--- config.mk ---
export PLATFORM = sky130hd
export DESIGN_NAME = audio_clkgen
export DESIGN_NICKNAME = d
export VERILOG_FILES = /design/src/rtl/audio_clkgen_pkg.sv /design/src/rtl/acg_sync.sv /design/src/rtl/acg_bclk_gen.sv /design/src/rtl/acg_frame_gen.sv /design/src/rtl/audio_clkgen.sv
export SDC_FILE = /design/constraint.sdc
export NUM_CORES = 1
export LEC_CHECK = 0
export BUFFER_PORTS_ARGS = -buffer_cell sky130_fd_sc_hd__buf_2
export CORE_MARGIN = 2
export CORE_UTILIZATION = 50
export CTS_CLUSTER_DIAMETER = 100
export DETAILED_ROUTE_END_ITERATION = 10
export GPL_TIMING_DRIVEN = 1
export PLACE_DENSITY = 0.69
export SYNTH_ARGS = -nofsm -noshare
export SYNTH_HDL_FRONTEND = slang
export SYNTH_HIERARCHICAL = 1
export SYNTH_SLANG_ARGS = --single-unit
--- constraint.sdc ---
create_clock -name clk -period 7.3 [get_ports clk]
set_input_delay 1.095 -clock clk [delete_from_list [all_inputs] [get_ports clk]]
set_output_delay 1.095 -clock clk [all_outputs]
set_load 0.005 [all_outputs]
--- src/rtl/audio_clkgen_pkg.sv ---
package audio_clkgen_pkg;
  typedef enum logic {
    WC_PULSE  = 1'b0,
    WC_SQUARE = 1'b1
  } wc_shape_e;

  localparam int SYNC_STAGES = 2;
endpackage

--- src/rtl/acg_sync.sv ---
module acg_sync #(
  parameter int STAGES = 2
) (
  input  logic clk,
  input  logic rst,
  input  logic din,
  output logic level,
  output logic rise_nx,
  output logic fall_nx
);
  logic [STAGES:0] sh;

  always_ff @(posedge clk) begin
    if (rst) sh <= '0;
    else     sh <= {sh[STAGES-1:0], din};
  end

  assign level   = sh[STAGES-1];
  assign rise_nx =  sh[STAGES-1] & ~sh[STAGES];
  assign fall_nx = ~sh[STAGES-1] &  sh[STAGES];
endmodule

--- src/rtl/acg_bclk_gen.sv ---
module acg_bclk_gen #(
  parameter int DIV_W = 8
) (
  input  logic             clk,
  input  logic             rst,
  input  logic             master,
  input  logic [DIV_W-1:0] div,
  input  logic             sl_rise,
  input  logic             sl_fall,
  output logic             rise_nx,
  output logic             bclk_q,
  output logic             rise_q,
  output logic             fall_q
);
  localparam logic [DIV_W-1:0] ONE = DIV_W'(1);

  logic [DIV_W-1:0] cnt, cnt_nx, half;
  logic             fall_nx;

  assign half   = div >> 1;
  assign cnt_nx = (cnt >= div - ONE) ? '0 : cnt + ONE;

  always_comb begin
    if (master) begin
      rise_nx = (cnt_nx == '0);
      fall_nx = (cnt_nx == half);
    end else begin
      rise_nx = sl_rise;
      fall_nx = sl_fall;
    end
  end

  always_ff @(posedge clk) begin
    if (rst) begin
      cnt    <= '1;
      bclk_q <= 1'b0;
      rise_q <= 1'b0;
      fall_q <= 1'b0;
    end else begin
      cnt    <= cnt_nx;
      rise_q <= rise_nx;
      fall_q <= fall_nx;
      if (rise_nx)      bclk_q <= 1'b1;
      else if (fall_nx) bclk_q <= 1'b0;
    end
  end
endmodule

--- src/rtl/acg_frame_gen.sv ---
module acg_frame_gen
  import audio_clkgen_pkg::*;
#(
  parameter int LEN_W = 8
) (
  input  logic             clk,
  input  logic             rst,
  input  logic             master,
  input  wc_shape_e        shape,
  input  logic [LEN_W-1:0] len,
  input  logic             rise_nx,
  input  logic             sl_level,
  input  logic             sl_rise,
  output logic             frame_nx,
  output logic             wclk_q,
  output logic             fs_q
);
  localparam logic [LEN_W-1:0] ONE = LEN_W'(1);

  logic [LEN_W-1:0] bidx, bidx_nx, half;

  assign half    = len >> 1;
  assign bidx_nx = (bidx >= len - ONE) ? '0 : bidx + ONE;
  assign frame_nx = master ? (rise_nx && (bidx_nx == '0)) : sl_rise;

  always_ff @(posedge clk) begin
    if (rst) begin
      bidx   <= '1;
      wclk_q <= 1'b0;
      fs_q   <= 1'b0;
    end else begin
      fs_q <= frame_nx;
      if (master) begin
        if (rise_nx) begin
          bidx   <= bidx_nx;
          wclk_q <= (shape == WC_SQUARE) ? (bidx_nx < half) : (bidx_nx == '0);
        end
      end else begin
        bidx   <= '1;
        wclk_q <= sl_level;
      end
    end
  end
endmodule

--- src/rtl/audio_clkgen.sv ---
module audio_clkgen
  import audio_clkgen_pkg::*;
#(
  parameter int DIV_W = 8,
  parameter int LEN_W = 8
) (
  input  logic             clk,
  input  logic             rst,
  input  logic             pwr_en,
  input  logic [DIV_W-1:0] cfg_div,
  input  logic [LEN_W-1:0] cfg_frame_len,
  input  logic             cfg_wc_square,
  input  logic             cfg_bclk_master,
  input  logic             cfg_wclk_master,
  input  logic             bclk_in,
  input  logic             wclk_in,
  output logic             bclk_out,
  output logic             bclk_oe,
  output logic             wclk_out,
  output logic             wclk_oe,
  output logic             bclk_rise,
  output logic             bclk_fall,
  output logic             frame_start
);
  localparam logic [DIV_W-1:0] DIV_MIN = DIV_W'(2);
  localparam logic [LEN_W-1:0] LEN_MIN = LEN_W'(2);

  logic             run_rst;
  logic [DIV_W-1:0] div_c, act_div;
  logic [LEN_W-1:0] len_c, act_len;
  logic             act_sq, act_bm, act_wm;
  logic             b_lvl, b_rise, b_fall;
  logic             w_lvl, w_rise, w_fall;
  logic             rise_nx, frame_nx;
  logic             bclk_oe_q, wclk_oe_q;

  assign run_rst = rst | ~pwr_en;
  assign div_c   = (cfg_div < DIV_MIN) ? DIV_MIN : cfg_div;
  assign len_c   = (cfg_frame_len < LEN_MIN) ? LEN_MIN : cfg_frame_len;

  // shadow configuration: loads in reset and at each frame boundary
  always_ff @(posedge clk) begin
    if (run_rst || frame_nx) begin
      act_div <= div_c;
      act_len <= len_c;
      act_sq  <= cfg_wc_square;
      act_bm  <= cfg_bclk_master;
      act_wm  <= cfg_wclk_master;
    end
  end

  always_ff @(posedge clk) begin
    if (run_rst) begin
      bclk_oe_q <= 1'b0;
      wclk_oe_q <= 1'b0;
    end else begin
      bclk_oe_q <= act_bm;
      wclk_oe_q <= act_wm;
    end
  end

  acg_sync #(.STAGES(SYNC_STAGES)) u_bsync (
    .clk(clk), .rst(run_rst), .din(bclk_in),
    .level(b_lvl), .rise_nx(b_rise), .fall_nx(b_fall)
  );

  acg_sync #(.STAGES(SYNC_STAGES)) u_wsync (
    .clk(clk), .rst(run_rst), .din(wclk_in),
    .level(w_lvl), .rise_nx(w_rise), .fall_nx(w_fall)
  );

  acg_bclk_gen #(.DIV_W(DIV_W)) u_bclk (
    .clk(clk), .rst(run_rst), .master(act_bm), .div(act_div),
    .sl_rise(b_rise), .sl_fall(b_fall), .rise_nx(rise_nx),
    .bclk_q(bclk_out), .rise_q(bclk_rise), .fall_q(bclk_fall)
  );

  acg_frame_gen #(.LEN_W(LEN_W)) u_frame (
    .clk(clk), .rst(run_rst), .master(act_wm), .shape(wc_shape_e'(act_sq)),
    .len(act_len), .rise_nx(rise_nx), .sl_level(w_lvl),
    .sl_rise(w_rise & ~w_fall), .frame_nx(frame_nx),
    .wclk_q(wclk_out), .fs_q(frame_start)
  );

  assign bclk_oe = bclk_oe_q;
  assign wclk_oe = wclk_oe_q;
endmodule

==> results.ini, run 1 <==
[place]
finalWeightedCongestion = 0.854
io_buffers = 30
placed_area_um2 = 3280
hpwlAfterDp_um = 4910

[sta]
slew_viol_final = 0
hold_viol_final = 0
min_period_ns = 3.97
period_share_pct = 54.4
finalClockSkew_ns = 0.00370
holdWs_ns = 0.450
rsz0062_at_grt = no
tns_ns = 0
fmax_ghz = 0.252
setup_violations = 0
worst_slew_pin_slew_ns = 0.872
slew_headroom_pct = 41.9

[grt]
antenna_found_initial = 0
grt_max_degree = 20
grt_usage_pct = 19.5
grt_pass1_wl_um = 11100
grt_pass1_vias = 2340
globalRouteOverflowTotal = 0

[worst_setup_path]
crit_chain = nor4_1, nand2_1, xor2_1, ha_1, a21oi_1, o21ai_1, a21oi_1, nand2_1, o22ai_1, inv_1, nand2_1, o22ai_1, nand2b_1
critPathArrivalTime_ns = 3.85
worstPathMaxFanout = 19
crit_family = simple AND/OR/NAND/NOR gates
criticalPathCategory = flop to flop
max_stage_delay_ns = 0.57
endpoint_kind = flop
cpMaxStageDelayCell = a21oi_1
required_ns = 7.18
crit_path_start_kind = flop
critPathBufInv = 1
path_common_cell = nand2_1

[final_layout]
final_area_um2 = 3390
drive_gt1_share_pct = 16.8
final_net_count = 400
area_growth_pct = 7.03
n_antenna_cell = 0

[route]
via_count = 2453
dr.pass1.iters = 4
drt_iter0_markers = 171
drc = 0
avgViaCountPerCell = 5.73
ant_nets = 0
finalWirelength_um = 6370
wl_per_cell_um = 14.9

[floorplanning]
ios = 31
die_w_um = 83.6
start_util_pct = 50.8
die_h_um = 83.6
rows = 29
design.core.area_um2 = 6240
dieArea_um2 = 6990

[synthesis]
synth_common_cells = 29 x dfxtp_1, 26 x ha_1, 24 x nand2_1
synthDistinctLibCells = 63
synth-async-reset-ratio_pct = 0
yosys.area.top_type = dfxtp_1
synth_area_leaders = dfxtp_1 18%, edfxtp_1 18%, ha_1 10%, xnor2_1 5.3%, nor2b_1 3.6%
synth_top_area_share_pct = 18.3
netlist_instances = 338
synth_edf_count = 19
syn_avg_cell_area_um2 = 9.38
synth_most_common_cell = dfxtp_1
ys.flop_type = dfxtp_1
synth_area_um2 = 3170
synth-seq-cells = 48
syn-num-nets = 388
ys_warn_count = 6
ys_seq_area_share_pct = 36.3

[clock_network]
hold_buffers = 0
cts_tree = done
cts_made_buffers = 5
cts.sinks = 48
cts_resized = 0
cts.clk_slew.worst_paths_ns = 0.09
clockBufferDepth = 2
h-tree-depth = 2
clk_latency_ns = 0.30
clock-root-buffer = clkbuf_8
cts_setup_buffers = 0

[power]
power_w = 0.000703
peakVddDrop_uv = 103
p_leak_nw = 1.36
p_per_area_nw_per_um2 = 207

[worst_hold_path]
min_path_type = flop to flop

[run]
drv_cap = 0

[outcome]
status = finished, final reports clean

path summary, 6_finish.rpt:
path	to	cells after the start	slack, ns	start
max	act_len[6]	13	3.33	act_div[5]
min	u_wsync/sh[1]	1	0.45	u_wsync/sh[0]
max reg2reg	act_len[6]	13	3.33	act_div[5]
min reg2reg	u_wsync/sh[1]	1	0.45	u_wsync/sh[0]
cell families (layout without fill, tap and decap cells):
kind of cell / count (synthesis) / after routing / share of synthesized area (%)
compound gates: 67 / 67 / 16.4
xor+xnor: 28 / 28 / 7.97
fa+ha+maj: 26 / 26 / 10.3
buf+inv: 44 / 57 / 6.51
flops: 48 / 48 / 36.3
mux: 2 / 2 / 0.632
simple gates: 123 / 123 / 21.9
metal layers:
| layer | wire length, um | up-vias | global-route usage, % |
|---|---|---|---|
| met1 | 2960 | 1144 | 26.6 |
| met4 | 85 | 0 | 5.43 |
| met5 | 0 | - | 0 |
| met2 | 3020 | 67 | 31.9 |
| li1 | - | 1233 | - |
| met3 | 306 | 9 | 3.36 |
registers in the layout (all words and copies together), names as in the netlist, 3 cells and up:
register	flops
act_div	8
act_len	8
u_bclk/cnt	8
u_bsync/sh	3
u_frame/bidx	8
u_wsync/sh	3
placed cells by master (no fill, tap or decap), types with 5 or more instances in the layout:
cell type,instances
nor2_1,21
xnor2_1,19
nand3_1,7
nor2b_1,18
inv_1,19
o21ai_0,13
nand2_1,24
nand2b_1,6
nand4_1,8
a21oi_1,10
nor3_1,9
buf_2,30
clkbuf_8,5
nor4_1,6
ha_1,26
edfxtp_1,19
xor2_1,8
dfxtp_1,29
metrics by stage:
stage          utilization [%]  cells  setup WS (ns)
3_3_place_gp              52.6    420           3.40
6_report                  54.4    428           3.33
4_1_cts                   54.4    428           3.31
5_1_grt                   54.4    428           2.89
3_5_place_dp              52.6    420           3.34
2_1_floorplan                -    338           4.02
cell type report:
class / instances / area (um2)
inverters: 19 / 71.3
repair buffers: 30 / 150
flip-flops and latches: 48 / 1150
well taps: 77 / 96.3
fillers: 582 / 2850
clock inverters: 3 / 42.5
clock buffers: 5 / 68.8
multi-input cells: 246 / 1810
power breakdown:
part           total (W)  switching (W)  internal (W)
registers       0.000325      0.0000269      0.000298
clock network   0.000190      0.0000889      0.000101
logic           0.000187       0.000106     0.0000812
total           0.000703       0.000222      0.000481
No activity file was read; power rests on OpenSTA's default activity.
==> run 2, diff against run 1 <==
PLACE_DENSITY = 0.72   (was 0.69)
clock period = 3.4 ns   (was 7.3 ns; I/O delays follow)
==> run 2 against run 1 <==
Sequential cell count stayed put. Sequential share of layout area down 1.1 points. Clock power is 94% higher. Setup slack got worse by 3.1 ns. Worst hold slack got worse by 0.060 ns. Final cell count rose by 2.8%. Combinational power grew 140%. First-iteration DRC count decreased by 9.4%. Largest cell class unchanged. Design area is 3.5% higher.
==> results.ini, run 2 (synthesis results as in run 1) <==
[final_layout]
utilization_pct = 56.3  ; +1.9 points
fillers = 552  ; -5.2%
mostFrequentLayoutCell = buf_2
final_net_count = 412  ; +3.0%
area_growth_pct = 10.8
layout_common_cells = 30 x buf_2, 29 x dfxtp_1, 26 x ha_1, 24 x nand2_1, 21 x nor2_1
drive_gt1_share_pct = 21.8  ; +5.0 points
n_antenna_cell = 0  ; unchanged

[floorplanning]
rows = 29  ; unchanged
design.core.area_um2 = 6240  ; unchanged
die_h_um = 83.6  ; unchanged
start_util_pct = 50.8  ; unchanged
ios = 31  ; unchanged
die_w_um = 83.6  ; unchanged
dieArea_um2 = 6990  ; unchanged

[sta]
hold_viol_final = 0  ; unchanged
period_share_pct = 94.5  ; +40 points
worst_slack_ns = 0.188  ; -3.14 ns
fmax_ghz = 0.311  ; +24%
min_period_ns = 3.21  ; -0.762 ns
rsz0062_at_grt = yes
slew_headroom_pct = 66.9  ; +25 points
setup_violations = 0  ; unchanged
slew_viol_final = 0  ; unchanged
worst_slew_pin_slew_ns = 0.493  ; -0.379 ns
holdWs_ns = 0.389  ; -0.0602 ns
finalClockSkew_ns = 0.00935  ; +0.00565 ns

[worst_setup_path]
criticalPathCategory = flop to flop
reg2regPathDepth = 14  ; +1
critical_path_depth = 14  ; +1
max_stage_delay_ns = 0.41  ; -0.16 ns
crit_family = simple AND/OR/NAND/NOR gates
rrSetupSlack_ns = 0.19  ; -3.14 ns
critPathArrivalTime_ns = 3.40  ; -0.45 ns
crit_path_start_kind = flop
critPathBufInv = 0  ; -1
endpoint = u_frame/wclk_q
cpMaxStageDelayCell = edfxtp_1
crit_chain = nor3_2, nand2_1, nor4_2, xnor2_1, ha_1, nand4_1, o31ai_4, nor2_1, ha_1, nand4_1, a211oi_1, nor3_1, o211ai_1, o211ai_1
required_ns = 3.59  ; -3.59 ns
worstPathMaxFanout = 7  ; -12
endpoint_kind = flop
r2r_end = u_frame/wclk_q
reg2reg_from = act_len[0]
critPathLaunch = act_len[0]

[route]
via_count = 2491  ; +1.5%
dr.pass1.iters = 4  ; unchanged
drc = 0  ; unchanged
finalWirelength_um = 6580  ; +3.2%
wl_per_cell_um = 14.9  ; +0.36%
drt_iter0_markers = 155  ; -9.4%
avgViaCountPerCell = 5.66  ; -1.2%
ant_nets = 0  ; unchanged

[power]
p_comb_share_pct = 29.6  ; +3.0 points
swShare_pct = 33.3  ; +1.7 points
p_sw_w = 0.000501  ; +130%
intPower_w = 0.00100  ; +110%
p_seq_share_pct = 45.9  ; -0.4 points
p_per_area_nw_per_um2 = 429  ; +110%
clkPwrFrac_pct = 24.5  ; -2.6 points
p_leak_nw = 1.42  ; +4.4%
peakVddDrop_uv = 228  ; +120%

[place]
io_buffers = 30  ; unchanged
finalWeightedCongestion = 0.873  ; +2.2%
post-place-ws_ns = 0.0240  ; -3.32 ns
hpwlAfterDp_um = 4930  ; +0.22%

[clock_network]
cts_tree = done
cts.sinks = 48  ; unchanged
cts.clk_slew.worst_paths_ns = 0.09  ; about the same
clockBufferDepth = 2  ; unchanged
clk_latency_ns = 0.31  ; about the same
h-tree-depth = 2  ; unchanged
cts_made_buffers = 5  ; unchanged
clock-root-buffer = clkbuf_8
hold_buffers = 0  ; unchanged

[worst_hold_path]
min_path_type = input port to flop

[grt]
grt_max_degree = 20  ; unchanged
grt_pass1_vias = 2328  ; -0.51%
grt_pass1_wl_um = 10800  ; -2.8%
grt_usage_pct = 19.0  ; -0.47 points
globalRouteOverflowTotal = 0  ; unchanged
antenna_found_initial = 0  ; unchanged

[outcome]
status = finished, final reports clean

[run]
drv_cap = 0  ; unchanged

run 2: changes by cell type in the layout (fill, tap and decap cells not counted), sizes merged:
cell    previous run  this run
buf               30        42
clkbuf             5         6
bufinv             1         0
clkinv             2         1
inv               19        20
run 2: power by group through the flow:
stage               clock, W  sequential [W]  combinational [W]
finish              0.000369        0.000691           0.000446
global placement           0        0.000701           0.000418
CTS                 0.000375        0.000691           0.000434
floorplan                  0        0.000681           0.000346
global route        0.000401        0.000697           0.000497
detailed placement         0        0.000704           0.000430
run 2: per-stage QoR:
step / cells / instance area, um2 / TNS, ns / total power [W]
2_1_floorplan: 338 / 3170 / 0 / 0.00103
3_3_place_gp: 429 / 3360 / 0 / 0.00112
3_5_place_dp: 429 / 3360 / 0 / 0.00113
4_1_cts: 437 / 3460 / 0 / 0.00150
5_1_grt: 440 / 3510 / -0.0986 / 0.00159
6_report: 440 / 3510 / 0 / 0.00151
run 2: cell type report:
| cell class | count | area, um2 | area share [%] |
|---|---|---|---|
| multi-input combinational | 246 | 1840 | 52.5 |
| clock buffer | 6 | 82.6 | 2.35 |
| timing repair buffer | 42 | 253 | 7.20 |
| tap | 77 | 96.3 | 2.74 |
| sequential | 48 | 1150 | 32.8 |
| inverter | 19 | 71.3 | 2.03 |
| clock inverter | 2 | 13.8 | 0.392 |
run 2: how the worst min path moves through the flow:
stage | to | slack (ns) | cells past startpoint | startpoint
floorplan | u_bsync/sh[1] | 0.41 | 1 | u_bsync/sh[0]
CTS | act_bm | 0.39 | 1 | cfg_bclk_master
detailed placement | u_wsync/sh[1] | 0.42 | 1 | u_wsync/sh[0]
global placement | u_wsync/sh[1] | 0.43 | 1 | u_wsync/sh[0]
finish | act_bm | 0.39 | 1 | cfg_bclk_master
global route | act_div[5] | 0.38 | 1 | cfg_div[5]
run 2: layer usage:
metal	share of wire (%)	vias to the layer above	global-route usage, %
li1	-	1253	-
met1	48	1167	25.2
met2	46	52	31.1
met3	3.2	19	3.07
met4	2.9	0	7.77
met5	0	-	0
run 2: worst register-to-register path, stage by stage (launching register included):
cell      delay (ns)
edfxtp_1        0.41
nor3_2          0.24
nand2_1         0.12
nor4_2          0.19
xnor2_1         0.10
ha_1            0.34
nand4_1         0.16
o31ai_4         0.40
nor2_1          0.12
ha_1            0.31
nand4_1         0.12
a211oi_1        0.24
nor3_1          0.07
o211ai_1        0.17
o211ai_1        0.11
run 2: what timing repair did:
item / 4_1_cts / 5_1_grt
endpoints found under the setup margin: 1 / 26
endpoints found under the hold margin: 0 / 0
gates cloned: 0 / 0
setup buffers: 0 / 3
pin swaps: 0 / 4
resized for setup: 1 / 7
